<file path="src/rtl/fl_pkg.sv">
package fl_pkg;

    typedef enum logic [1:0] {
        DEST_NONE = 2'd0,
        DEST_INT  = 2'd1,
        DEST_FP   = 2'd2
    } dest_e;

    typedef struct packed {
        logic  vld;
        dest_e dest;
    } route_t;

    // Pick the pool for a generically released tag; DEST_NONE drops it.
    function automatic dest_e classify(input int tag, input int int_phys,
                                       input int total, input int zero_reg,
                                       input bit filt_fp_zero);
        if (tag < int_phys)
            return (tag == zero_reg) ? DEST_NONE : DEST_INT;
        if (tag < total)
            return (filt_fp_zero && tag == zero_reg + int_phys) ? DEST_NONE : DEST_FP;
        return DEST_NONE;
    endfunction

    // Circular pointer advance for a depth that need not be a power of two.
    function automatic int wrap_add(input int ptr, input int step, input int depth);
        int s;
        s = ptr + step;
        if (s >= depth) s = s - depth;
        return s;
    endfunction

endpackage

</file>
<file path="src/rtl/fl_release_router.sv">
module fl_release_router #(
    parameter int TAG_W          = 4,
    parameter int INT_PHYS       = 8,
    parameter int TOTAL          = 14,
    parameter int ZERO_REG       = 0,
    parameter int FILTER_FP_ZERO = 1
) (
    input  logic             rel_vld,
    input  logic [TAG_W-1:0] rel_tag,
    output logic             to_int,
    output logic             to_fp
);
    import fl_pkg::*;

    route_t route;

    always_comb begin
        route = '{vld: 1'b0, dest: DEST_NONE};
        if (rel_vld) begin
            route.dest = classify(int'(rel_tag), INT_PHYS, TOTAL, ZERO_REG,
                                  FILTER_FP_ZERO != 0);
            route.vld  = (route.dest != DEST_NONE);
        end
    end

    assign to_int = route.vld && (route.dest == DEST_INT);
    assign to_fp  = route.vld && (route.dest == DEST_FP);

endmodule

</file>
<file path="src/rtl/fl_tag_pool.sv">
module fl_tag_pool #(
    parameter int DEPTH     = 8,
    parameter int TAG_W     = 4,
    parameter int CNT_W     = 4,
    parameter int FIRST_TAG = 4,
    parameter int FILL      = 4
) (
    input  logic             clk,
    input  logic             rst,
    input  logic             pop_req,
    output logic             pop_gnt,
    output logic [TAG_W-1:0] pop_tag,
    input  logic             push0_v,
    input  logic [TAG_W-1:0] push0_tag,
    input  logic             push1_v,
    input  logic [TAG_W-1:0] push1_tag,
    output logic             nonempty,
    output logic [CNT_W-1:0] count,
    output logic             underflow_err,
    output logic             overflow_err
);
    import fl_pkg::*;

    localparam int PTR_W    = (DEPTH > 1) ? $clog2(DEPTH) : 1;
    localparam int WR_RESET = FILL % DEPTH;

    logic [TAG_W-1:0] mem [DEPTH];
    logic [PTR_W-1:0] rd_q, wr_q, slot1;
    logic [CNT_W-1:0] cnt_q;
    logic             uflow_q, oflow_q;

    logic acc0, acc1, ovf_evt;
    int   room, n_push, cnt_nx;

    always_comb begin
        pop_gnt = pop_req && (cnt_q != '0);
        room    = DEPTH - int'(cnt_q) + (pop_gnt ? 1 : 0);
        acc0    = push0_v && (room >= 1);
        acc1    = push1_v && (room >= (acc0 ? 2 : 1));
        ovf_evt = (push0_v && !acc0) || (push1_v && !acc1);
        n_push  = (acc0 ? 1 : 0) + (acc1 ? 1 : 0);
        slot1   = acc0 ? PTR_W'(wrap_add(int'(wr_q), 1, DEPTH)) : wr_q;
        cnt_nx  = int'(cnt_q) - (pop_gnt ? 1 : 0) + n_push;
    end

    assign pop_tag       = pop_gnt ? mem[rd_q] : '0;
    assign nonempty      = (cnt_q != '0);
    assign count         = cnt_q;
    assign underflow_err = uflow_q;
    assign overflow_err  = oflow_q;

    always_ff @(posedge clk) begin
        if (rst) begin
            for (int i = 0; i < DEPTH; i++)
                mem[i] <= (i < FILL) ? TAG_W'(FIRST_TAG + i) : '0;
            rd_q    <= '0;
            wr_q    <= PTR_W'(WR_RESET);
            cnt_q   <= CNT_W'(FILL);
            uflow_q <= 1'b0;
            oflow_q <= 1'b0;
        end else begin
            if (acc0) mem[wr_q]  <= push0_tag;
            if (acc1) mem[slot1] <= push1_tag;
            if (pop_gnt) rd_q <= PTR_W'(wrap_add(int'(rd_q), 1, DEPTH));
            wr_q  <= PTR_W'(wrap_add(int'(wr_q), n_push, DEPTH));
            cnt_q <= CNT_W'(cnt_nx);
            if (pop_req && !pop_gnt) uflow_q <= 1'b1;
            if (ovf_evt)             oflow_q <= 1'b1;
        end
    end

endmodule

</file>
<file path="src/rtl/rename_free_pool.sv">
module rename_free_pool #(
    parameter int INT_ARCH       = 32,
    parameter int INT_PHYS       = 64,
    parameter int FP_ARCH        = 32,
    parameter int FP_PHYS        = 64,
    parameter int ZERO_REG       = 0,
    parameter int FILTER_FP_ZERO = 1,
    localparam int TOTAL = INT_PHYS + FP_PHYS,
    localparam int TAG_W = $clog2(TOTAL),
    localparam int MAXP  = (INT_PHYS > FP_PHYS) ? INT_PHYS : FP_PHYS,
    localparam int CNT_W = $clog2(MAXP + 1)
) (
    input  logic             clk,
    input  logic             rst,
    input  logic             int_alloc_req,
    output logic             int_alloc_gnt,
    output logic [TAG_W-1:0] int_alloc_tag,
    input  logic             fp_alloc_req,
    output logic             fp_alloc_gnt,
    output logic [TAG_W-1:0] fp_alloc_tag,
    input  logic             int_free_vld,
    input  logic [TAG_W-1:0] int_free_tag,
    input  logic             fp_free_vld,
    input  logic [TAG_W-1:0] fp_free_tag,
    input  logic             any_free_vld,
    input  logic [TAG_W-1:0] any_free_tag,
    output logic             int_nonempty,
    output logic [CNT_W-1:0] int_count,
    output logic             fp_nonempty,
    output logic [CNT_W-1:0] fp_count,
    output logic             int_underflow_err,
    output logic             fp_underflow_err,
    output logic             int_overflow_err,
    output logic             fp_overflow_err
);
    // Index 0 = integer class, index 1 = floating-point class.
    logic [1:0]       alloc_req_a, alloc_gnt_a, typed_v_a, route_v_a;
    logic [1:0]       nonempty_a, uflow_a, oflow_a;
    logic [TAG_W-1:0] alloc_tag_a [2];
    logic [TAG_W-1:0] typed_tag_a [2];
    logic [CNT_W-1:0] count_a     [2];

    assign alloc_req_a    = {fp_alloc_req, int_alloc_req};
    assign typed_v_a      = {fp_free_vld, int_free_vld};
    assign typed_tag_a[0] = int_free_tag;
    assign typed_tag_a[1] = fp_free_tag;

    fl_release_router #(
        .TAG_W(TAG_W), .INT_PHYS(INT_PHYS), .TOTAL(TOTAL),
        .ZERO_REG(ZERO_REG), .FILTER_FP_ZERO(FILTER_FP_ZERO)
    ) u_router (
        .rel_vld (any_free_vld),
        .rel_tag (any_free_tag),
        .to_int  (route_v_a[0]),
        .to_fp   (route_v_a[1])
    );

    for (genvar g = 0; g < 2; g++) begin : g_pool
        localparam int DEPTH = (g == 0) ? INT_PHYS : FP_PHYS;
        localparam int ARCH  = (g == 0) ? INT_ARCH : FP_ARCH;
        localparam int BASE  = (g == 0) ? 0 : INT_PHYS;

        fl_tag_pool #(
            .DEPTH(DEPTH), .TAG_W(TAG_W), .CNT_W(CNT_W),
            .FIRST_TAG(BASE + ARCH), .FILL(DEPTH - ARCH)
        ) u_pool (
            .clk           (clk),
            .rst           (rst),
            .pop_req       (alloc_req_a[g]),
            .pop_gnt       (alloc_gnt_a[g]),
            .pop_tag       (alloc_tag_a[g]),
            .push0_v       (typed_v_a[g]),
            .push0_tag     (typed_tag_a[g]),
            .push1_v       (route_v_a[g]),
            .push1_tag     (any_free_tag),
            .nonempty      (nonempty_a[g]),
            .count         (count_a[g]),
            .underflow_err (uflow_a[g]),
            .overflow_err  (oflow_a[g])
        );
    end

    assign int_alloc_gnt     = alloc_gnt_a[0];
    assign fp_alloc_gnt      = alloc_gnt_a[1];
    assign int_alloc_tag     = alloc_tag_a[0];
    assign fp_alloc_tag      = alloc_tag_a[1];
    assign int_nonempty      = nonempty_a[0];
    assign fp_nonempty       = nonempty_a[1];
    assign int_count         = count_a[0];
    assign fp_count          = count_a[1];
    assign int_underflow_err = uflow_a[0];
    assign fp_underflow_err  = uflow_a[1];
    assign int_overflow_err  = oflow_a[0];
    assign fp_overflow_err   = oflow_a[1];

endmodule

</file>
<file path="config.mk">
export PLATFORM = sky130hd
export DESIGN_NAME = rename_free_pool
export DESIGN_NICKNAME = d
export VERILOG_FILES = /design/src/rtl/fl_pkg.sv /design/src/rtl/fl_release_router.sv /design/src/rtl/fl_tag_pool.sv /design/src/rtl/rename_free_pool.sv
export SDC_FILE = /design/constraint.sdc
export NUM_CORES = 2
export LEC_CHECK = 0
export ABC_AREA = 1
export CORE_ASPECT_RATIO = 1.25
export CORE_MARGIN = 1
export CORE_UTILIZATION = 55
export CTS_CLUSTER_DIAMETER = 50
export DETAILED_ROUTE_END_ITERATION = 6
export PLACE_DENSITY = 0.82
export SKIP_CTS_REPAIR_TIMING = 1
export SLEW_MARGIN = 20
export SYNTH_ARGS = -nofsm -noshare
export SYNTH_HDL_FRONTEND = slang
export SYNTH_SLANG_ARGS = --single-unit
export TNS_END_PERCENT = 1
</file>
<file path="constraint.sdc">
create_clock -name clk -period 17.2 [get_ports clk]
set_clock_uncertainty 0.05 [all_clocks]
set_input_delay 3.44 -clock clk [delete_from_list [all_inputs] [get_ports clk]]
set_output_delay 3.44 -clock clk [all_outputs]
set_load 0.005 [all_outputs]
</file>
* After elaboration in Yosys (flattened, before gate mapping)
Memory sizes are Yosys's and may differ from the RTL's. A register that Yosys moved wholly into a read port is not among the register bits.
Index checks and enable logic that the tools add are counted.
** Operators by class
- Add/subtract/negate cells :: 22
- $lt $le $gt $ge :: 11
- Equality and inequality tests :: 3
- Multiplexer cells :: 59
- Reduce and logical (&&, ||, !) cells :: 30
** Operators by type and width (count)
- 2-to-1 mux 6 bit :: 16
- adder 7 x 32 -> 32 bit :: 2
- greater-or-equal comparator 32 x 2 -> 1 bit, second input constant :: 2
- greater-or-equal comparator 32 bit :: 2
- greater-or-equal comparator 32 x 8 -> 1 bit, second input constant :: 2
- 2-to-1 mux 7 bit :: 6
- subtractor 6 x 1 -> 6 bit, second input constant :: 6
- adder 32 x 2 -> 32 bit :: 1
- adder 32 bit :: 1
- 2-to-1 mux 1 bit :: 29
- adder 6 x 1 -> 7 bit, second input constant :: 4
- greater-or-equal comparator 7 bit, second input constant :: 4
- OR reduction 7 bit :: 4
- subtractor 7 x 7 -> 8 bit, first input constant :: 2
- adder 7 bit :: 2
- logical AND 1 bit :: 14
- 2-to-1 mux 2 bit :: 7
- nonzero test 7 bit :: 2
- subtractor 7 bit :: 2
- equality test 7 bit, second input constant :: 1
- logical NOT 7 bit :: 1
- less-than comparator 7 bit, second input constant :: 1
- logical NOT 1 bit :: 6
- adder 1 x 1 -> 2 bit :: 2
- other kinds (5) :: 6
** Storage, ports and cells
- Register bits :: 42
- RAM bits :: 896
- Input bits :: 28
- Output and inout bits :: 36
- Logic and storage cells :: 137
- Memories :: 2
** Memories
- g_pool[0].u_pool.mem :: words 64, bits a word 7, read ports 1, clocked after Yosys merged registers in 1, wr ports 64, line fl_tag_pool.sv:27 : logic [TAG_W-1:0] mem [DEPTH];
- g_pool[1].u_pool.mem :: words 64, bits a word 7, read ports 1, clocked after Yosys merged registers in 1, wr ports 64, line fl_tag_pool.sv:27

* Depth between registers and ports, before layout
- Word-level depth :: 18
- Mapped depth :: 50
- Gate-level depth less buffers :: 49

* Hierarchy
From an unflattened synthesis, not the netlist that was laid out.
** Unflattened totals
- Cells, all modules :: 6805
- Area total of the unflattened synthesis :: 54979.0 µm²
** By module, submodules not included
- fl_tag_pool (g_pool[1].u_pool) :: instances 1, cells an instance 3451, area an instance 27717.8 µm², sequential area each 13993.4 µm²
- fl_tag_pool (g_pool[0].u_pool) :: instances 1, cells an instance 3346, area an instance 27229.9 µm², sequential area each 13993.4 µm²
- fl_release_router :: instances 1, cells an instance 8, area an instance 31.3 µm², sequential area each 0.0 µm²

* Worst setup path before layout
OpenSTA, ideal clock, no wires.
- Path type :: in2reg
- Start :: in int_alloc_req
- End :: reg g_pool[0].u_pool.cnt_q[6]
- Library setup time :: 0.070 ns
- Arrival time :: 8.613 ns
- Data required time :: 17.080 ns
- Setup slack :: 8.468 ns
- Cell stages on the path :: 42
- Buffers on the path :: 2
- Cells stage by stage :: nand2_1 clkbuf_1 inv_1 ha_1 ha_1 inv_1 nor2_2 nand3_2 nor2_4 nand2_1 ha_1 nand2_1 inv_1 nand3_1 nor2_1 inv_1 nor4_1 nand3_2 [6 not listed] nand3_1 nand2_1 nand2_1 nand2_1 inv_1 ha_1 ha_1 inv_1 fa_1 nor2_1 nor2_1 o21bai_1 inv_1 nor2_1 nor2_1 o21bai_1 o21ai_0 a21oi_1
** Between the ends
- Longest elaborated chain between the ends :: 11
- Elaborated cells between the ends (all ways) :: 13
- Classes of those cells :: add/sub (4); order compare (2); mux (4); reduce/logical (3)
** RTL lines
- from (decl) :: line rename_free_pool.sv:15 : input logic int_alloc_req,
- logical AND 1 bit * :: line fl_tag_pool.sv:36 : pop_gnt = pop_req && (cnt_q != '0);
- via int_alloc_gnt :: line rename_free_pool.sv:16 : output logic int_alloc_gnt,
- 2-to-1 mux 1 bit * :: line fl_tag_pool.sv:37, fl_tag_pool.sv:43
- adder 32 bit :: line fl_tag_pool.sv:37 : room = DEPTH - int'(cnt_q) + (pop_gnt ? 1 : 0);
- greater-or-equal comparator 32 x 2 -> 1 bit :: line fl_tag_pool.sv:38 : acc0 = push0_v && (room >= 1);
- logical AND 1 bit :: line fl_tag_pool.sv:38
- 2-to-1 mux 2 bit :: line fl_tag_pool.sv:39 : acc1 = push1_v && (room >= (acc0 ? 2 : 1));
- greater-or-equal comparator 32 bit :: line fl_tag_pool.sv:39
- logical AND 1 bit :: line fl_tag_pool.sv:39
- 2-to-1 mux 1 bit :: line fl_tag_pool.sv:41 : n_push = (acc0 ? 1 : 0) + (acc1 ? 1 : 0);
- adder 1 x 1 -> 2 bit :: line fl_tag_pool.sv:41
- adder 7 bit * :: line fl_tag_pool.sv:43 : cnt_nx = int'(cnt_q) - (pop_gnt ? 1 : 0) + n_push;
- to (signal assigned) :: line fl_tag_pool.sv:58 : cnt_q <= CNT_W'(FILL);
- to (signal assigned) :: line fl_tag_pool.sv:66 : cnt_q <= CNT_W'(cnt_nx);
- to (decl) :: line fl_tag_pool.sv:29 : logic [CNT_W-1:0] cnt_q;
The timed path passes the listed nets; every way through them passes the cells marked *.
A chain may end at the register's enable or synchronous reset.

* Worst setup path in the final report
- Start :: in int_alloc_req
- End :: reg g_pool[0].u_pool.cnt_q[6]
** Between the ends
- Longest elaborated chain between the ends :: 11
- Elaborated cells between the ends (all ways) :: 13
- Classes of those cells :: add/sub (4); order compare (2); mux (4); reduce/logical (3)
** RTL lines (line)
- logical AND 1 bit * :: fl_tag_pool.sv:36
- 2-to-1 mux 1 bit * :: fl_tag_pool.sv:37, fl_tag_pool.sv:43
- adder 32 bit :: fl_tag_pool.sv:37
- greater-or-equal comparator 32 x 2 -> 1 bit :: fl_tag_pool.sv:38
- logical AND 1 bit :: fl_tag_pool.sv:38
- 2-to-1 mux 2 bit :: fl_tag_pool.sv:39
- greater-or-equal comparator 32 bit :: fl_tag_pool.sv:39
- logical AND 1 bit :: fl_tag_pool.sv:39
- 2-to-1 mux 1 bit :: fl_tag_pool.sv:41
- adder 1 x 1 -> 2 bit :: fl_tag_pool.sv:41
- adder 7 bit * :: fl_tag_pool.sv:43
Mark *: on every way between the ends. The rest lies on a longest branch, timed or not.

==> results.py <==
metrics = {
    "global_route": {
        "grt_pass1_wl_mm": 279,
        "overflow": 0,
        "antenna_found_initial": 6,
        "track_usage_pct": 37.5,
        "grt_max_degree": 190,
        "grt_pass1_vias": 47800,
    },
    "synth": {
        "synth_area_leader_cell": "edfxtp_1",
        "ys_seq_area_share_pct": 52.0,
        "async_reset_ff_share_pct": 0,
        "synth_fp_nets": 6743,
        "synth_seq_cells": 950,
        "synth_top_area_share_pct": 50.0,
        "synthCells": 6651,
        "synth.distinct_cells": 48,
        "syn-mean-instance-area_um2": 8.09,
        "ys_top_cells_by_area": "edfxtp_1 (50%), nand2_1 (15%), o21ai_0 (6.4%), nand3_1 (5.9%), nor2_1 (5.8%)",
        "synth_edf_count": 896,
        "syn_area_mm2": 0.0538,
        "ys_warn_count": 0,
        "ys.flop_type": "edfxtp_1",
    },
    "placed_design": {
        "place.port_buffers": 63,
        "dp_hpwl_mm": 115,
        "gp_routability_congestion": 1.04,
    },
    "finish": {
        "final_cell_mix": "nand2_1 (2142), edfxtp_1 (896), nor2_1 (816)",
        "nets": 6500,
        "area_growth_pct": 8.17,
        "filler_cell_count": 8117,
        "layout-drive-gt1-share_pct": 6.35,
        "antenna_cells": 0,
        "layout_commonest_cell": "nand2_1",
    },
    "die": {
        "dieArea_mm2": 0.0991,
        "die_h_um": 352,
        "ios": 64,
        "initial_core_util_pct": 55.8,
        "rows": 127,
        "core_mm2": 0.0965,
        "die_x_um": 282,
    },
    "power_and_ir_drop": {
        "seq_power_share_pct": 41.8,
        "finalPower_mw": 6.45,
        "ir_drop_uv": 97.6,
        "share_comb_of_total_power_pct": 22.3,
        "p_int_mw": 4.32,
        "switching_power_mw": 2.12,
        "clock_power_share_pct": 35.9,
        "p_leak_nw": 21.8,
        "sw_frac_of_total_pct": 32.9,
        "power_density_mw_per_mm2": 111,
    },
    "timing": {
        "drv_slew": 0,
        "fin_tns_setup_ns": 0,
        "setup_viol": 0,
        "layout_min_cycle_time_ns": 9.74,
        "worst_pin_slew_ns": 1.21,
        "grt_setup_unrepaired": "no",
        "finalHoldViolations": 0,
        "relSlewSlack_pct": 18.7,
        "final.period_utilization_pct": 56.6,
        "timing.fmax_mhz": 103,
    },
    "setup_path": {
        "required_ns": 17.77,
        "crit_slowest_cell": "clkdlybuf4s50_1",
        "arrival_ns": 10.30,
        "cp_max_fo": 14,
        "critPathLaunchType": "input port",
        "r2r_cells": 43,
        "crit_top_cell": "inv_1",
        "max_stage_delay_ns": 0.47,
        "path_class": "in -> reg",
        "end_kind": "flop",
    },
    "detailed_routing": {
        "highest_layer": "met5",
        "vias": 50300,
        "ant_nets": 0,
        "route.layer.met1.wl_mm": 57.9,
        "detail_route.wl_per_cell_um": 24.3,
        "viasPerCell": 6.46,
        "wirelength_mm": 189,
        "drc": 0,
        "wl_met2_mm": 83.5,
        "dr_wl_met3_mm": 27.1,
        "firstDrtPassIters": 7,
        "drt-initial-drc-count": 7630,
    },
    "clock_tree": {
        "clock_sinks": 950,
        "htree_levels": 3,
        "clk_path_buf_depth": 3,
        "clock_latency_ns": 0.71,
        "root_buffer": "clkbuf_16",
        "path_clk_slew_ns": 0.06,
        "cts_tree": "done",
        "cts_buffers": 100,
    },
    "worst_hold_path": {
        "hp-class": "reg -> reg",
        "hold_depth": 2,
    },
    "run_status": {
        "status": "finished, final reports clean",
    },
    "run": {
        "cap_violations": 0,
    },
}
## cells by family (layout without fill, tap and decap cells)
kind of cell	count (synthesis)	in the layout	share of synthesized area [%]
DFF	950	950	52.0
buffers and inverters	785	626	5.84
adders and majority gates	64	64	1.54
and+or+nand+nor	3793	3793	29.1
xor gates and xnor gates	12	12	0.209
AOI/OAI and AO/OA	1047	1047	11.4
## metrics by stage
step / hold WS, ns / cell area, um2 / worst slack [ns] / utilization, % / cells
finish: 0.408 / 58200 / 7.46 / 60.4 / 7782
CTS: 0.414 / 58200 / 7.60 / 60.4 / 7782
global placement: 0.396 / 54700 / 7.09 / 56.7 / 7596
detailed placement: 0.408 / 54700 / 6.90 / 56.7 / 7596
global route: 0.426 / 58200 / 6.92 / 60.4 / 7782
floorplan: 0.385 / 53800 / 8.47 / - / 6651
## cell usage after synthesis (2+ instances only)
| master | number |
|---|---|
| nand2_2 | 17 |
| a221o_1 | 7 |
| fa_1 | 4 |
| inv_2 | 17 |
| nor2_1 | 826 |
| o311ai_0 | 10 |
| nand2_4 | 4 |
| buf_1 | 58 |
| o21bai_1 | 6 |
| nor2_4 | 13 |
| xnor2_1 | 6 |
| buf_2 | 60 |
| a21oi_2 | 2 |
| edfxtp_1 | 896 |
| o211ai_1 | 11 |
| xor2_1 | 5 |
| nand3_1 | 639 |
| nand4_1 | 30 |
| clkbuf_1 | 339 |
| nand3_2 | 12 |
| inv_1 | 265 |
| nor3_1 | 38 |
| o21a_1 | 2 |
| nand2_1 | 2142 |
| o221ai_1 | 168 |
| nor2_2 | 56 |
| nor4_1 | 6 |
| o22ai_1 | 56 |
| clkinv_1 | 15 |
| ha_1 | 60 |
| and3_1 | 2 |
| a21oi_1 | 46 |
| a221oi_1 | 2 |
| dfxtp_1 | 54 |
| o21ai_1 | 19 |
| o21ai_0 | 690 |
| buf_4 | 29 |
| buf_6 | 2 |
| nand3_4 | 3 |
| a31oi_1 | 26 |
## per-layer routing
layer	vias to the layer above	global-route usage [%]
met3	1267	10.0
met5	-	0
met2	4288	58.5
met4	10	34.1
li1	22100	-
met1	22600	42.0
## final timing paths
check | startpoint | endpoint | slack (ns)
worst min register to register | g_pool[1].u_pool.underflow_err | g_pool[1].u_pool.underflow_err | 0.41
worst min-delay path | g_pool[1].u_pool.underflow_err | g_pool[1].u_pool.underflow_err | 0.41
worst max register to register | g_pool[0].u_pool.count[0] | g_pool[0].u_pool.count[6] | 9.64
worst max-delay path | int_alloc_req | g_pool[0].u_pool.count[6] | 7.46
## sequential cells by signal (all words and copies together) (netlist names), named ones only
name                         count
g_pool.u_pool.overflow_err       2
g_pool.u_pool.underflow_err      2
g_pool.u_pool.wr_q              12
g_pool.u_pool.rd_q              12
g_pool.u_pool.count             14
g_pool.u_pool.mem              896
## power groups by stage
| stage | clock network [mW] | registers (mW) | logic [mW] |
|---|---|---|---|
| finish | 2.31 | 2.69 | 1.44 |
| global route | 2.38 | 2.70 | 1.53 |
| CTS | 2.29 | 2.69 | 1.36 |
| detailed placement | 0 | 2.74 | 1.36 |
| global placement | 0 | 2.74 | 1.33 |
| floorplan | 0 | 2.71 | 0.899 |
## layout make-up
type | instances | area (um2) | area share [%]
well taps | 1290 | 1610 | 2.77
clock inverters | 69 | 852 | 1.46
inverters | 297 | 1130 | 1.94
repair buffers | 143 | 1220 | 2.10
flip-flops and latches | 950 | 28000 | 48.1
multi-input cells | 4916 | 22800 | 39.1
clock buffers | 117 | 2630 | 4.52
## worst max-delay path: cells and delay by family
family          cells  cell delay [ns]
simple gates       20             3.05
fa+ha+maj           6             1.67
buf+inv            10             1.51
compound gates      5             0.62
No activity file was read; power rests on OpenSTA's default activity.
